`config.mk`:
```
export PLATFORM = sky130hd
export DESIGN_NAME = vfield_sync
export DESIGN_NICKNAME = d
export VERILOG_FILES = /design/src/rtl/vfs_pkg.sv /design/src/rtl/vfs_field_ctr.sv /design/src/rtl/vfs_serr_ctr.sv /design/src/rtl/vfs_noise_det.sv /design/src/rtl/vfield_sync.sv
export SDC_FILE = /design/constraint.sdc
export NUM_CORES = 1
export LEC_CHECK = 0
export BUFFER_PORTS_ARGS = -buffer_cell sky130_fd_sc_hd__buf_4
export CORE_ASPECT_RATIO = 1.25
export CORE_UTILIZATION = 45
export CTS_BUF_LIST = sky130_fd_sc_hd__clkbuf_16
export CTS_CLUSTER_DIAMETER = 80
export CTS_CLUSTER_SIZE = 28
export DETAILED_ROUTE_END_ITERATION = 10
export PLACE_DENSITY = 0.69
export SYNTH_ARGS = -nofsm -noshare
export SYNTH_HDL_FRONTEND = slang
export SYNTH_SLANG_ARGS = --single-unit
```
`constraint.sdc`:
```
create_clock -name clk_i -period 1.9 [get_ports clk_i]
set_input_delay 0.285 -clock clk_i [delete_from_list [all_inputs] [get_ports clk_i]]
set_output_delay 0.285 -clock clk_i [all_outputs]
set_load 0.01 [all_outputs]
```
`src/rtl/vfs_pkg.sv`:
```
package vfs_pkg;
   typedef enum logic {
      LOCK_FREE = 1'b0,
      LOCK_SYNC = 1'b1
   } lock_e;

   function automatic int unsigned bits_for(input int unsigned value);
      return (value < 2) ? 1 : $clog2(value + 1);
   endfunction
endpackage

```
`src/rtl/vfs_field_ctr.sv`:
```
module vfs_field_ctr #(
   parameter int unsigned SYNC_LEN  = 8400,
   parameter int unsigned FREE_LEN  = 10944,
   parameter int unsigned HOLDOFF   = 7872,
   parameter int unsigned BLANK_LEN = 672,
   parameter int unsigned CNT_W     = 14
) (
   input  logic             clk_i,
   input  logic             rst_i,
   input  logic             locked_i,
   input  logic             cut_i,
   output logic [CNT_W-1:0] cnt_o,
   output logic             wrap_o,
   output logic             in_win_o,
   output logic             restart_o,
   output logic             ramp_o,
   output logic             blank_o
);
   localparam logic [CNT_W-1:0] SYNC_END  = CNT_W'(SYNC_LEN - 1);
   localparam logic [CNT_W-1:0] FREE_END  = CNT_W'(FREE_LEN - 1);
   localparam logic [CNT_W-1:0] HOLD_C    = CNT_W'(HOLDOFF);
   localparam logic [CNT_W-1:0] BLANK_C   = CNT_W'(BLANK_LEN);

   logic [CNT_W-1:0] cnt_q;
   logic             ramp_q;

   always_comb begin
      wrap_o    = (cnt_q == (locked_i ? SYNC_END : FREE_END));
      in_win_o  = (cnt_q >= HOLD_C);
      restart_o = wrap_o | cut_i;
   end

   always_ff @(posedge clk_i) begin
      if (rst_i) begin
         cnt_q  <= '0;
         ramp_q <= 1'b0;
      end else begin
         cnt_q  <= restart_o ? '0 : cnt_q + 1'b1;
         ramp_q <= restart_o;
      end
   end

   assign cnt_o   = cnt_q;
   assign ramp_o  = ramp_q;
   assign blank_o = (cnt_q < BLANK_C);

   a_r3_restart_after_holdoff: assert property (@(posedge clk_i) disable iff (rst_i)
      restart_o |-> (cnt_q >= HOLD_C));
   a_r2_count_bounded: assert property (@(posedge clk_i) disable iff (rst_i)
      cnt_q <= FREE_END);
   a_r4_locked_field_short: assert property (@(posedge clk_i) disable iff (rst_i)
      locked_i |-> (cnt_q <= SYNC_END));
   a_r8_ramp_single: assert property (@(posedge clk_i) disable iff (rst_i)
      ramp_o |=> !ramp_o);
   a_r8_ramp_in_blank: assert property (@(posedge clk_i) disable iff (rst_i)
      ramp_o |-> blank_o);
endmodule

```
`src/rtl/vfs_serr_ctr.sv`:
```
module vfs_serr_ctr #(
   parameter int unsigned SERR_NEED = 9,
   parameter int unsigned SERR_W    = 4
) (
   input  logic clk_i,
   input  logic rst_i,
   input  logic clr_i,
   input  logic cs_i,
   input  logic in_win_i,
   output logic qual_o
);
   localparam logic [SERR_W-1:0] SAT  = {SERR_W{1'b1}};
   localparam logic [SERR_W-1:0] NEED = SERR_W'(SERR_NEED);

   logic [SERR_W-1:0] cnt_q;
   logic              cs_q;
   logic              edge_w;

   assign edge_w = cs_i & ~cs_q;

   always_ff @(posedge clk_i) begin
      if (rst_i) begin
         cnt_q <= '0;
         cs_q  <= 1'b0;
      end else begin
         cs_q <= cs_i;
         if (clr_i)
            cnt_q <= '0;
         else if (edge_w && in_win_i && cnt_q != SAT)
            cnt_q <= cnt_q + 1'b1;
      end
   end

   assign qual_o = (cnt_q >= NEED);

   a_r10_window_only: assert property (@(posedge clk_i) disable iff (rst_i)
      (!in_win_i && !clr_i) |=> (cnt_q == $past(cnt_q)));
endmodule

```
`src/rtl/vfs_noise_det.sv`:
```
module vfs_noise_det #(
   parameter int unsigned CNT_W  = 14,
   parameter int unsigned WIN_LO = 4000,
   parameter int unsigned WIN_HI = 6000,
   parameter int unsigned W_MIN  = 5,
   parameter int unsigned W_MAX  = 50
) (
   input  logic             clk_i,
   input  logic             rst_i,
   input  logic             en_i,
   input  logic             clr_i,
   input  logic             vs_i,
   input  logic [CNT_W-1:0] cnt_i,
   output logic             arm_o
);
   localparam int unsigned   WID_W = vfs_pkg::bits_for(W_MAX + 1);
   localparam logic [WID_W-1:0] WID_SAT = WID_W'(W_MAX + 1);
   localparam logic [WID_W-1:0] WID_MIN = WID_W'(W_MIN);
   localparam logic [WID_W-1:0] WID_MAX = WID_W'(W_MAX);

   logic             vs_q;
   logic [WID_W-1:0] wid_q;
   logic             start_ok_q;
   logic             arm_q;

   always_ff @(posedge clk_i) begin
      if (rst_i) begin
         vs_q       <= 1'b0;
         wid_q      <= '0;
         start_ok_q <= 1'b0;
         arm_q      <= 1'b0;
      end else begin
         vs_q <= vs_i;
         if (!en_i || clr_i) begin
            wid_q      <= '0;
            start_ok_q <= 1'b0;
            arm_q      <= 1'b0;
         end else begin
            if (vs_i && wid_q != WID_SAT)
               wid_q <= wid_q + 1'b1;
            if (vs_i && !vs_q) begin
               start_ok_q <= (cnt_i >= CNT_W'(WIN_LO)) && (cnt_i <= CNT_W'(WIN_HI));
               wid_q      <= WID_W'(1);
            end
            if (!vs_i && vs_q) begin
               if (start_ok_q && wid_q >= WID_MIN && wid_q <= WID_MAX)
                  arm_q <= 1'b1;
               wid_q      <= '0;
               start_ok_q <= 1'b0;
            end
         end
      end
   end

   assign arm_o = arm_q;

   a_r7_arm_on_trailing_edge: assert property (@(posedge clk_i) disable iff (rst_i)
      $rose(arm_o) |-> $fell(vs_q));
endmodule

```
`src/rtl/vfield_sync.sv`:
```
module vfield_sync #(
   parameter int unsigned SYNC_LEN     = 8400,
   parameter int unsigned FREE_LEN     = 10944,
   parameter int unsigned HOLDOFF      = 7872,
   parameter int unsigned BLANK_LEN    = 672,
   parameter int unsigned SERR_NEED    = 9,
   parameter int unsigned SERR_W       = 4,
   parameter int unsigned CONF_FIELDS  = 7,
   parameter int unsigned PHASE_FIELDS = 8,
   parameter bit          FAST_RESYNC  = 1'b1,
   parameter int unsigned NOISE_LO     = 4000,
   parameter int unsigned NOISE_HI     = 6000,
   parameter int unsigned NOISE_WMIN   = 5,
   parameter int unsigned NOISE_WMAX   = 50
) (
   input  logic clk_i,
   input  logic rst_i,
   input  logic csync_i,
   input  logic vsync_i,
   input  logic auto_i,
   output logic ramp_o,
   output logic blank_o,
   output logic locked_o
);
   import vfs_pkg::*;

   localparam int unsigned CNT_W  = bits_for(FREE_LEN);
   localparam int unsigned MISS_W = bits_for(CONF_FIELDS);
   localparam int unsigned PHS_W  = bits_for(PHASE_FIELDS);
   localparam logic [MISS_W-1:0] MISS_LAST = MISS_W'(CONF_FIELDS - 1);
   localparam logic [PHS_W-1:0]  PHS_LAST  = PHS_W'(PHASE_FIELDS - 1);

   if (SYNC_LEN >= FREE_LEN || HOLDOFF >= SYNC_LEN || BLANK_LEN >= HOLDOFF) begin : g_bad_lengths
      $error("vfield_sync: field lengths must satisfy BLANK_LEN < HOLDOFF < SYNC_LEN < FREE_LEN");
   end
   if (SERR_NEED == 0 || SERR_NEED >= (1 << SERR_W)) begin : g_bad_serr
      $error("vfield_sync: SERR_NEED must be nonzero and fit SERR_W bits");
   end
   if (CONF_FIELDS == 0 || PHASE_FIELDS == 0) begin : g_bad_fields
      $error("vfield_sync: field tallies must be nonzero");
   end
   if (NOISE_LO > NOISE_HI || NOISE_HI >= HOLDOFF || NOISE_WMIN > NOISE_WMAX) begin : g_bad_noise
      $error("vfield_sync: noise window must lie before the hold-off point");
   end

   lock_e            lock_q;
   logic [MISS_W-1:0] miss_q;
   logic [PHS_W-1:0]  phs_q;
   logic              vs_q;
   logic              locked;
   logic              vs_rise, in_ph, out_ph, rephase, cut;
   logic              wrap, in_win, restart, qual, arm;
   logic [CNT_W-1:0]  cnt;

   assign locked  = (lock_q == LOCK_SYNC);
   assign vs_rise = vsync_i & ~vs_q;
   assign in_ph   = locked & vs_rise & wrap;
   assign out_ph  = locked & vs_rise & in_win & ~wrap;
   assign rephase = out_ph & (phs_q == PHS_LAST);
   assign cut     = auto_i & (locked ? rephase : (vs_rise & in_win));

   vfs_field_ctr #(
      .SYNC_LEN(SYNC_LEN), .FREE_LEN(FREE_LEN), .HOLDOFF(HOLDOFF),
      .BLANK_LEN(BLANK_LEN), .CNT_W(CNT_W)
   ) u_field (
      .clk_i(clk_i), .rst_i(rst_i), .locked_i(locked), .cut_i(cut),
      .cnt_o(cnt), .wrap_o(wrap), .in_win_o(in_win), .restart_o(restart),
      .ramp_o(ramp_o), .blank_o(blank_o)
   );

   vfs_serr_ctr #(.SERR_NEED(SERR_NEED), .SERR_W(SERR_W)) u_serr (
      .clk_i(clk_i), .rst_i(rst_i), .clr_i(restart | ~auto_i),
      .cs_i(csync_i), .in_win_i(in_win), .qual_o(qual)
   );

   if (FAST_RESYNC) begin : g_fast
      vfs_noise_det #(
         .CNT_W(CNT_W), .WIN_LO(NOISE_LO), .WIN_HI(NOISE_HI),
         .W_MIN(NOISE_WMIN), .W_MAX(NOISE_WMAX)
      ) u_noise (
         .clk_i(clk_i), .rst_i(rst_i), .en_i(auto_i & ~locked), .clr_i(restart),
         .vs_i(vsync_i), .cnt_i(cnt), .arm_o(arm)
      );
   end else begin : g_slow
      assign arm = 1'b0;
   end

   always_ff @(posedge clk_i) begin
      if (rst_i) begin
         lock_q <= LOCK_FREE;
         miss_q <= '0;
         phs_q  <= '0;
         vs_q   <= 1'b0;
      end else begin
         vs_q <= vsync_i;
         if (!auto_i) begin
            lock_q <= LOCK_FREE;
            miss_q <= '0;
            phs_q  <= '0;
         end else begin
            if (!locked || in_ph)
               phs_q <= '0;
            else if (out_ph)
               phs_q <= rephase ? '0 : phs_q + 1'b1;
            if (restart) begin
               if (qual || arm) begin
                  lock_q <= LOCK_SYNC;
                  miss_q <= '0;
               end else if (locked) begin
                  if (miss_q == MISS_LAST) begin
                     lock_q <= LOCK_FREE;
                     miss_q <= '0;
                     phs_q  <= '0;
                  end else begin
                     miss_q <= miss_q + 1'b1;
                  end
               end
            end
         end
      end
   end

   assign locked_o = locked;

   a_r5_lock_drops_at_restart: assert property (@(posedge clk_i) disable iff (rst_i)
      $fell(locked_o) |-> $past(restart || !auto_i));
   a_r4_lock_rises_at_restart: assert property (@(posedge clk_i) disable iff (rst_i)
      $rose(locked_o) |-> $past(restart));
   a_r9_forced_free: assert property (@(posedge clk_i) disable iff (rst_i)
      !auto_i |=> !locked_o);
   a_r6_tally_bounded: assert property (@(posedge clk_i) disable iff (rst_i)
      phs_q <= PHS_LAST);
endmodule

```
==> reports/results.txt <==
area of the mapped netlist: 1910 µm²
initial antenna violation count: 0
MaxCap Viol Count: 0
number of synthesized register bits: 37
layout cells sized above 1: 0.147
yosys warns: 0
Yosys cell types: 42
IO Pins: 8
Final Util: 0.557
Starting Density: 0.471
Post-CTS Hold Fix Bufs: 0
First-pass DRT Iterations: 4
GRT Total Usage: 0.192
Mapped Nets: 242
Lkg Pwr: 0.800 nW
crit end category: register
Final setup viols: 0
Max Freq: 0.562 GHz
required time of the critical path: 2.07 ns
Vias/cell: 5.29
drc violations: 0
global-route wire length before repair: 6.31 mm
Rel. slew slack: 0.747
status: complete, no violations
Area Overhead vs Synth: 18.2%
vias in the first global route: 1487
Critical R2R Capture: phs_q[2]
pin count of the biggest net entering global routing: 15
Sink Count: 37
CTS tree: done
Min Clock Period, post-route: 1.78 ns
DR vias: 1591
r2r setup slk: 0.12 ns
most numerous cell in the Yosys netlist: nor2_1
clock root buffer: clkbuf_16
Synth area leaders: dfxtp_1 39%, nor2_1 8.8%, ha_1 6.5%, xnor2_1 5.0%, xor2_1 4.6%
Top FF cell, synth: dfxtp_1
antenna fix cells: 0
Congestion Overflow GR: 0
row count: 26
Clk Latency, worst-skew pair: 0.28 ns
most common library cells after synthesis: 45 x nor2_1, 37 x dfxtp_1, 17 x nand2_1
Max FO, Critical Path: 5
EDFF count, synth: 0
RSZ-0062 raised after global routing: no
die width: 60.3 µm
sequential share of the synthesized area: 0.387
Final Cycle Share: 0.936
NumNets Final: 259
Worst R2R Path Depth: 7
cell taking the most area after synthesis: dfxtp_1
GP Congestion: 0.796
crit path launch type: register
core area: 4070 µm²
Port Buf Inserts: 7
Max clock buf depth: 2
Avg WL per Cell: 12.3 µm
clock skew: 0.00260 ns
Hold Crit Endpoint: g_fast.u_noise.vs_q
Reg2Reg Launch Point: u_field.cnt_o[1]
share of the synthesized area in the top cell type: 0.387
HPWL after DPL: 2.72 mm
ANT nets after route: 0
Syn Inst Count: 227
Least-Margin Pin Slew: 0.378 ns
hold_sp: rst_i
final hold vios: 0
maximum VDD drop: 0.459 mV
hold-critical path depth: 2
Async SR Flop Fraction: 0
pwr dens: 786 nW/µm²
die area: 4520 µm²
Pins Over Slew Limit: 0
Critical Path AT: 1.95 ns
Initial DRC Count: 38
H-tree depth: 2
worst hold path class: in -> reg
DIE HEIGHT: 74.9 µm
setup_tns: 0 ns
CTS clk-pin slew, worst paths: 0.05 ns
WS Path Type: reg -> reg
Num CTS Buffers: 5
Total Wirelength: 3.70 mm
Synth Area per Inst: 8.43 µm²
[stage by stage]
| stage | instance area [µm²] | hold slack (ns) | setup slack, ns | power (W) | instances |
|---|---|---|---|---|---|
| global placement | 2070 | 0.475 | 0.111 | 0.000878 | 293 |
| CTS | 2240 | 0.212 | 0.0260 | 0.00179 | 301 |
| detailed placement | 2070 | 0.483 | 0.0525 | 0.000879 | 293 |
| global route | 2260 | 0.230 | 0.00800 | 0.00184 | 301 |
| floorplan | 1910 | 0.352 | 0.115 | 0.000851 | 227 |
| finish | 2260 | 0.218 | 0.121 | 0.00178 | 301 |
[state kept, by name (all words and copies together), names as in the netlist]
| signal | cells |
|---|---|
| u_field.cnt_o | 14 |
| g_fast.u_noise.wid_q | 6 |
| phs_q | 4 |
| u_serr.cnt_q | 4 |
| miss_q | 3 |
| g_fast.u_noise.arm_o | 1 |
| g_fast.u_noise.start_ok_q | 1 |
| g_fast.u_noise.vs_q | 1 |
| locked_o | 1 |
| u_field.ramp_o | 1 |
| u_serr.cs_q | 1 |
[cell usage in the layout (no fill, tap or decap), drive strengths merged, types with 2 or more instances in the layout]
cell type  synthesis  layout
inv               10      10
a21oi             10      10
buf                5      16
nor2              45      45
and2               2       2
and3               4       4
clkbuf             1       5
a31o               2       2
or3                2       2
nand2             17      17
o21ai              9       9
nand3              8       8
ha                10      10
nand2b             5       5
a31oi              4       4
nor2b              4       4
nor3               2       2
dfxtp             37      37
mux2i              2       2
xor2              10      10
nand4b             2       2
xnor2             11      11
a41oi              2       2
nand4             11      11
[worst max path at each step]
stage | slack [ns] | depth (start not counted) | start | to
2_1_floorplan | 0.12 | 6 | u_field.cnt_o[0] | phs_q[3]
3_3_place_gp | 0.11 | 7 | u_field.cnt_o[1] | u_field.cnt_o[7]
3_5_place_dp | 0.05 | 7 | u_field.cnt_o[1] | u_field.cnt_o[9]
4_1_cts | 0.03 | 7 | u_field.cnt_o[1] | u_field.cnt_o[9]
5_1_grt | 0.008 | 7 | u_field.cnt_o[1] | miss_q[1]
6_report | 0.12 | 7 | u_field.cnt_o[1] | phs_q[2]
[layout make-up]
cell class,count,area (µm²)
repair buffers,16,120
clock buffers,5,125
flip-flops and latches,37,742
multi-input cells,174,1130
fillers,406,1800
inverters,10,37.5
clock inverters,3,41.3
well taps,56,70.1
[logic make-up (layout without fill, tap and decap cells)]
logic type | after synthesis | after routing | synth area share
compound gates | 34 | 34 | 0.133
xor+xnor | 21 | 21 | 0.0961
fa+ha+maj | 10 | 10 | 0.0654
buf+inv | 16 | 34 | 0.0359
flops | 37 | 37 | 0.387
mux | 2 | 2 | 0.0105
simple gates | 107 | 107 | 0.273
[layer usage]
layer  routed length [µm]  global-route usage
met5                    0                   0
met4                   76              0.0982
met3                   93              0.0447
met2                 1930               0.338
met1                 1600               0.210
[what timing repair did]
| action | in CTS | in global routing |
|---|---|---|
| setup buffers | 0 | 0 |
| setup endpoints to repair | 0 | 28 |
| resized for setup | 0 | 7 |
[critical path, stage by stage, from the launching register on]
cell and delay, ns:
dfxtp_2 0.34, ha_2 0.20, and3_4 0.20, nand4b_1 0.23, a21oi_2 0.28, a31o_4 0.16, a31o_2 0.20, nor2_1 0.06
[power breakdown]
| group | internal (W) | leakage (nW) | switching [W] |
|---|---|---|---|
| registers | 0.000786 | 0.300 | 0.00000709 |
| logic | 0.0000298 | 0.423 | 0.0000408 |
| clock network | 0.000613 | 0.0775 | 0.000302 |
| total | 0.00143 | 0.800 | 0.000350 |
Note: power is estimated with default switching activity, not from simulation.
